### src/rtl/sxw_pkg.sv
package sxw_pkg;
  typedef enum logic [1:0] {
    ST_IDLE = 2'd0,
    ST_REQ  = 2'd1,
    ST_WAIT = 2'd2
  } sxw_state_e;
endpackage

### src/rtl/sxw_ea_gen.sv
module sxw_ea_gen #(
  parameter int XLEN = 64
) (
  input  logic            base_zero_i,
  input  logic [XLEN-1:0] base_i,
  input  logic [XLEN-1:0] index_i,
  output logic [XLEN-1:0] ea_o
);
  logic [XLEN-1:0] base_eff;

  assign base_eff = base_zero_i ? '0 : base_i;
  // carry out of the top bit is dropped: modulo 2^XLEN
  assign ea_o     = base_eff + index_i;
endmodule

### src/rtl/sxw_lane_order.sv
module sxw_lane_order #(
  parameter int NBYTES = 4,
  localparam int WW = 8 * NBYTES
) (
  input  logic          big_endian_i,
  input  logic [WW-1:0] lanes_i,
  output logic [WW-1:0] word_o
);
  logic [WW-1:0] be_word;
  logic [WW-1:0] le_word;

  for (genvar k = 0; k < NBYTES; k++) begin : g_lane
    assign le_word[8*k +: 8]            = lanes_i[8*k +: 8];
    assign be_word[8*(NBYTES-1-k) +: 8] = lanes_i[8*k +: 8];
  end

  assign word_o = big_endian_i ? be_word : le_word;
endmodule

### src/rtl/sxw_sext.sv
module sxw_sext #(
  parameter int IN_W  = 32,
  parameter int OUT_W = 64
) (
  input  logic [IN_W-1:0]  word_i,
  output logic [OUT_W-1:0] ext_o
);
  localparam int PAD_W = OUT_W - IN_W;

  assign ext_o = {{PAD_W{word_i[IN_W-1]}}, word_i};
endmodule

### src/rtl/sxw_ctrl.sv
module sxw_ctrl
  import sxw_pkg::*;
(
  input  logic clk_i,
  input  logic rst_ni,
  input  logic start_i,
  input  logic fac_en_i,
  input  logic mem_gnt_i,
  input  logic mem_rvalid_i,
  output logic ready_o,
  output logic accept_o,
  output logic capture_o,
  output logic mem_req_o,
  output logic done_o,
  output logic exc_o
);
  sxw_state_e state_q, state_d;
  logic       fault;
  logic       done_q, exc_q;

  assign ready_o   = (state_q == ST_IDLE);
  assign accept_o  = ready_o & start_i & fac_en_i;
  assign fault     = ready_o & start_i & ~fac_en_i;
  assign mem_req_o = (state_q == ST_REQ);
  assign capture_o = (state_q == ST_WAIT) & mem_rvalid_i;

  always_comb begin
    state_d = state_q;
    unique case (state_q)
      ST_IDLE: if (accept_o)     state_d = ST_REQ;
      ST_REQ:  if (mem_gnt_i)    state_d = ST_WAIT;
      ST_WAIT: if (mem_rvalid_i) state_d = ST_IDLE;
      default:                   state_d = ST_IDLE;
    endcase
  end

  always_ff @(posedge clk_i or negedge rst_ni) begin
    if (!rst_ni) begin
      state_q <= ST_IDLE;
      done_q  <= 1'b0;
      exc_q   <= 1'b0;
    end else begin
      state_q <= state_d;
      done_q  <= capture_o;
      exc_q   <= fault;
    end
  end

  assign done_o = done_q;
  assign exc_o  = exc_q;
endmodule

### src/rtl/sxw_load_unit.sv
module sxw_load_unit #(
  parameter int XLEN       = 64,
  parameter int WORD_BYTES = 4,
  localparam int WW = 8 * WORD_BYTES
) (
  input  logic            clk_i,
  input  logic            rst_ni,
  input  logic            start_i,
  input  logic            base_zero_i,
  input  logic [XLEN-1:0] base_i,
  input  logic [XLEN-1:0] index_i,
  input  logic            big_endian_i,
  input  logic            fac_en_i,
  output logic            ready_o,
  output logic            mem_req_o,
  output logic [XLEN-1:0] mem_addr_o,
  input  logic            mem_gnt_i,
  input  logic            mem_rvalid_i,
  input  logic [WW-1:0]   mem_rdata_i,
  output logic [XLEN-1:0] result_o,
  output logic            done_o,
  output logic            exc_o
);
  logic [XLEN-1:0] ea;
  logic [XLEN-1:0] addr_q;
  logic            be_q;
  logic            accept, capture;
  logic [WW-1:0]   word;
  logic [XLEN-1:0] ext;
  logic [XLEN-1:0] result_q;

  sxw_ea_gen #(.XLEN(XLEN)) u_ea (
    .base_zero_i(base_zero_i),
    .base_i     (base_i),
    .index_i    (index_i),
    .ea_o       (ea)
  );

  sxw_ctrl u_ctrl (
    .clk_i       (clk_i),
    .rst_ni      (rst_ni),
    .start_i     (start_i),
    .fac_en_i    (fac_en_i),
    .mem_gnt_i   (mem_gnt_i),
    .mem_rvalid_i(mem_rvalid_i),
    .ready_o     (ready_o),
    .accept_o    (accept),
    .capture_o   (capture),
    .mem_req_o   (mem_req_o),
    .done_o      (done_o),
    .exc_o       (exc_o)
  );

  sxw_lane_order #(.NBYTES(WORD_BYTES)) u_lanes (
    .big_endian_i(be_q),
    .lanes_i     (mem_rdata_i),
    .word_o      (word)
  );

  sxw_sext #(.IN_W(WW), .OUT_W(XLEN)) u_sext (
    .word_i(word),
    .ext_o (ext)
  );

  // operands captured at accept; inputs may change while the load is in flight
  always_ff @(posedge clk_i or negedge rst_ni) begin
    if (!rst_ni) begin
      addr_q   <= '0;
      be_q     <= 1'b0;
      result_q <= '0;
    end else begin
      if (accept) begin
        addr_q <= ea;
        be_q   <= big_endian_i;
      end
      if (capture) result_q <= ext;
    end
  end

  assign mem_addr_o = addr_q;
  assign result_o   = result_q;
endmodule

### config.mk
export PLATFORM = sky130hd
export DESIGN_NAME = sxw_load_unit
export DESIGN_NICKNAME = d
export VERILOG_FILES = /design/src/rtl/sxw_pkg.sv /design/src/rtl/sxw_ea_gen.sv /design/src/rtl/sxw_lane_order.sv /design/src/rtl/sxw_sext.sv /design/src/rtl/sxw_ctrl.sv /design/src/rtl/sxw_load_unit.sv
export SDC_FILE = /design/constraint.sdc
export NUM_CORES = 1
export LEC_CHECK = 0
export ABC_AREA = 0
export CAP_MARGIN = 20
export CORE_MARGIN = 4
export CORE_UTILIZATION = 35
export DETAILED_ROUTE_END_ITERATION = 6
export PLACE_DENSITY = 0.73
export SLEW_MARGIN = 10
export SYNTH_ARGS = -nofsm -noshare
export SYNTH_HDL_FRONTEND = slang
export SYNTH_SLANG_ARGS = --single-unit
### constraint.sdc
create_clock -name clk_i -period 1.42 [get_ports clk_i]
set_input_delay 0.213 -clock clk_i [delete_from_list [all_inputs] [get_ports clk_i]]
set_output_delay 0.213 -clock clk_i [all_outputs]
set_load 0.1 [all_outputs]
* Yosys cells after proc, flatten, opt, wreduce, memory -nomap -nowiden *
Cells that the tools add are included.

cells by class
  reduce and logical (&&, ||, !) cells = 2
  $add $sub $neg = 1
  multiplexer cells = 6
  equal/unequal tests = 5
  bitwise operators = 5

operators by type and width
  operator                                                                  count
  64-bit adder                                                              1
  64-bit two-way mux                                                        1
  32-bit two-way mux                                                        1
  2-bit two-way mux                                                         3
  2-bit one-hot mux with 3 select lines                                     1
  1-bit AND                                                                 4
  2-bit inequality test (second input constant)                             2
  3-bit AND reduction                                                       1
  2-bit by 1-bit == test with 1-bit output (second input constant)          1
  2-bit == test (second input constant)                                     1
  2-bit zero test                                                           1
  2-bit by 1-bit inequality test with 1-bit output (second input constant)  1
  1-bit inverter                                                            1

storage, ports and cells
  register bits = 101
  logic and storage cells = 25
  output and inout port bits = 132

* Longest topological paths before layout *
  depth in word-level cells = 5
  depth in mapped cells = 14

* Cells and area by module *
From an unflattened synthesis, not the netlist that was laid out.

unflattened totals
  cell total of the unflattened synthesis = 977
  area total of the unflattened synthesis = 10288.6 um^2

modules (own cells, without submodules)
  module          times used  seq. area each (um^2)  area an instance (um^2)  cells an instance
  sxw_load_unit   1           3228.1                 5034.8                   272
  sxw_ea_gen      1           0.0                    4061.4                   591
  sxw_lane_order  1           0.0                    544.3                    36
  sxw_sext        1           0.0                    480.5                    64
  sxw_ctrl        1           100.1                  167.7                    14

* Worst setup path after synthesis *
Ideal clock, no wire load.

  kind = input -> register
  start point = in base_zero_i
  end point = reg addr_q[56] (netlist: mem_addr_o[56])
  arrival time = 3052 ps
  path buffers = 2
  required time = 1328 ps
  setup slack = -1723 ps
  cell stages on the path = 13
  path through = clkbuf_1 -> clkbuf_1 -> nor2b_1 -> ha_1 -> a21o_1 -> a21o_1 -> a21oi_2 -> o21ai_1 -> a221o_1 -> a311oi_4 -> a2111oi_2 -> o21a_1 -> o31ai_2

between the ends
  longest elaborated chain between the ends = 2

ends and longest elaborated chain
  item                  RTL line             RTL
  start, declared       sxw_load_unit.sv:9   input logic base_zero_i,
  64-bit two-way mux    sxw_ea_gen.sv:11     assign base_eff = base_zero_i ? '0 : base_i;
  64-bit adder          sxw_ea_gen.sv:13     assign ea_o = base_eff + index_i;
  end signal, assigned  sxw_load_unit.sv:68  addr_q <= '0;
  end signal, assigned  sxw_load_unit.sv:73  addr_q <= ea;
  end, declared         sxw_load_unit.sv:25  logic [XLEN-1:0] addr_q;

No other way between the ends.
A chain may end at the register's enable or synchronous reset.

* Worst setup path after layout *
  start point = in base_i[29]
  end point = reg addr_q[56] (netlist: mem_addr_o[56])

between the ends
  longest elaborated chain between the ends = 2

ends and longest elaborated chain
  item                RTL line             RTL
  start, declared     sxw_load_unit.sv:10  input logic [XLEN-1:0] base_i,
  64-bit two-way mux  sxw_ea_gen.sv:11
  64-bit adder        sxw_ea_gen.sv:13

No other way between the ends.

==> flow_metrics.py <==
metrics = {
    "status": {
        "status": "finished with violations",
        "violations": "negative setup slack",
    },
    "setup_path": {
        "worstPathArrival_ps": 3180,
        "cp_common_cell": "a21oi_1",
        "crit_start": "base_i[29]",
        "critPathKind": "primary input to flop",
        "cp-endpoint": "mem_addr_o[56]",
        "worstPathCellList": "clkdlybuf4s50_1, nor2b_2, ha_4, a21oi_1, o21ai_2, a21oi_1, o21ai_1, a221o_1, a311oi_4, buf_6, a2111oi_4, o21a_1, o31ai_2",
        "required_ps": 1690,
        "rr_startpoint": "u_ctrl.state_q[0]",
        "r2r_slack_ps": -180,
        "r2r-end": "mem_addr_o[40]",
        "end_kind": "flop",
        "cp-start-kind": "primary input",
        "critPathSlowestCell": "clkdlybuf4s50_1",
        "crit_path_max_fanout": 7,
        "reg2reg_depth": 7,
        "cp_slowest_stage_delay_ps": 480,
    },
    "detailed_routing": {
        "drt_iter0_drc": 754,
        "wl_per_cell_um": 22.1,
        "drt-total-wl_um": 42900,
        "ant_nets": 0,
        "drt_first_pass_iters": 7,
        "viasPerCell": 5.63,
        "vias": 10900,
        "drc": 0,
    },
    "power_and_ir_drop": {
        "power_density_mw_per_mm2": 2000,
        "peakVddDrop_v": 0.00240,
        "power_leakage_nw": 8.16,
        "p_total_mw": 35.5,
    },
    "placed_design": {
        "pre_cts_slack_ps": -1990,
        "dpl.cell_count": 1827,
        "hpwl_um": 27000,
        "place_area_mm2": 0.0149,
        "gp_congestion": 0.923,
        "port_buffers": 299,
    },
    "cts": {
        "htreeDepth": 3,
        "cts.clk_slew.worst_paths_ps": 70,
        "tritoncts": "done",
        "clock-sinks": 101,
        "cts_root_buf": "clkbuf_16",
        "clk_latency_ps": 370,
        "cts_buffers": 9,
        "clk_path_buf_depth": 2,
    },
    "min_path": {
        "hp-class": "primary input to flop",
    },
    "final_layout": {
        "fin_nets": 1844,
        "syn_to_final_growth_pct": 107,
        "drive_above_1_share": 0.456,
        "final_util": 0.734,
        "finalNonFillerCells": 1943,
        "finalInstanceArea_mm2": 0.0178,
    },
    "yosys": {
        "seq_area_frac_synth": 0.294,
        "ys_types": 76,
        "synth_flop_cell": "dfrtp_1",
        "synthCells": 1042,
        "synth_edf_count": 0,
        "ys_ff_latch": 101,
        "yosysWarnings": 0,
        "synthesis.area_mm2": 0.00860,
        "synthArstFlopShare": 1.00,
        "syn_nets": 1274,
        "syn_area_per_cell_um2": 8.25,
    },
    "timing": {
        "tightest_slew_ps": 461,
        "grt_setup_unrepaired": "true",
        "period_needed_ps": 2910,
        "hold_viol": 0,
        "fin_crit_sh": 2.05,
        "setup-tns-final_ps": -70900,
        "fmax_ghz": 0.344,
        "layout_setup_ws_ps": -1490,
        "drv_slew": 0,
        "setup_viol": 95,
        "fin_skew_ps": 13.0,
        "relSlewSlack": 0.693,
        "fin_hold_ws_ps": 214,
    },
    "global_routing": {
        "met3_usage": 0.0589,
        "busiest_layer": "met2",
        "use_met2": 0.496,
        "grt_max_degree": 48,
        "antenna_found_initial": 2,
        "grtUsageTotal": 0.281,
        "use_met1": 0.305,
        "grt_pass1_wl_um": 60100,
        "grt_pass1_vias": 11100,
        "overflow": 0,
    },
    "floorplanning": {
        "num_rows": 57,
        "die_area_mm2": 0.0271,
        "die_h_um": 165,
        "core_mm2": 0.0242,
        "ios": 300,
        "start_util": 0.354,
        "die_w_um": 165,
    },
    "job": {
        "drv_cap": 0,
    },
}
-- critical path: cells and delay by family --
| family | cells | cell delay (ps) |
|---|---|---|
| adders and majority gates | 1 | 260 |
| AOI/OAI and AO/OA | 9 | 1840 |
| and+or+nand+nor | 1 | 210 |
| buffers and inverters | 2 | 660 |
-- metal layers --
metal,wire (µm),share of wire
met1,14600,0.34
met2,21100,0.49
met3,3860,0.090
met4,3410,0.080
met5,0,0
-- layout by cell type, fill, tap and decap left out, types with 6 or more instances in the layout --
cell and n:
buf_12 146, ha_4 25, ha_1 36, nor2_1 25
inv_1 15, a21oi_2 24, clkbuf_16 10, nor3_1 8
nor2b_2 9, dlygate4sd2_1 32, o211ai_1 6, o21ai_2 12
buf_16 11, nand2_1 156, nand4_1 18, dfrtp_1 100
buf_4 290, o21ai_1 60, xnor2_1 12, clkdlybuf4s50_1 129
a21oi_1 37, a21o_1 39, mux2i_1 33, nand3_1 14
nor2_4 8, o21ai_0 41, a21oi_4 11, buf_6 42
nand2_4 7, xor2_1 19, nor2b_1 40, xnor2_2 16
nor2b_4 21, o21a_1 9
-- timing repair --
| action | 4_1_cts | 5_1_grt |
|---|---|---|
| endpoints found under the setup margin | 96 | 118 |
| pin swaps | 142 | 81 |
| buffers inserted | 60 | 33 |
| resized for setup | 308 | 84 |
| hold buffers | 1 | 0 |
| hold endpoints to repair | 18 | 0 |
| cloned | 8 | 1 |
-- flip-flops by register name, indices dropped and copies added (netlist names) --
signal          flops
u_ctrl.done_o       1
result_o           32
u_ctrl.state_q      2
u_ctrl.exc_o        1
mem_addr_o         64
be_q                1
-- logic make-up after synthesis --
logic type | synth area share
simple gates | 0.204
compound gates | 0.235
buf+inv | 0.0830
flops | 0.294
fa+ha+maj | 0.0940
xor+xnor | 0.0509
mux | 0.0384
-- how the worst min path moves through the flow --
stage          depth (start not counted)        from            end
2_1_floorplan                          0      rst_ni           be_q
3_3_place_gp                           1      rst_ni    result_o[6]
3_5_place_dp                           1      rst_ni    result_o[0]
4_1_cts                                2      rst_ni    result_o[0]
5_1_grt                                4  index_i[0]  mem_addr_o[0]
6_report                               4  index_i[0]  mem_addr_o[0]
-- cell type report --
cell class              count  area, µm²
repair buffers            655       7510
multi-input cells         829       6950
fillers                  1483       6450
flip-flops and latches    101       2530
well taps                 324        405
clock buffers              10        239
clock inverters             6       93.8
inverters                  16       62.6
diodes                      2       5.00
-- power breakdown --
part | internal, mW | switching (mW) | leakage (nW)
Combinational | 9.97 | 17.1 | 6.75
Clock | 1.61 | 1.25 | 0.159
Sequential | 4.09 | 1.50 | 1.26
Total | 15.7 | 19.9 | 8.16
-- cells in the mapped netlist (all sizes together), types with 6 or more instances --
library cell,number,area share
a21o,43,0.038
a21oi,72,0.043
a31oi,12,0.010
and3,6,0.0045
buf,45,0.040
clkbuf,51,0.036
dfrtp,101,0.29
ha,63,0.092
inv,16,0.0070
mux2i,33,0.038
nand2,168,0.074
nand2b,8,0.0058
nand3,22,0.013
nand4,19,0.015
nor2,34,0.015
nor2b,70,0.051
nor3,16,0.0093
o211ai,6,0.0052
o21a,9,0.0079
o21ai,118,0.070
o21bai,8,0.0070
o31ai,9,0.0090
xnor2,29,0.030
xor2,21,0.021
Power figures use the tool's default switching activity.
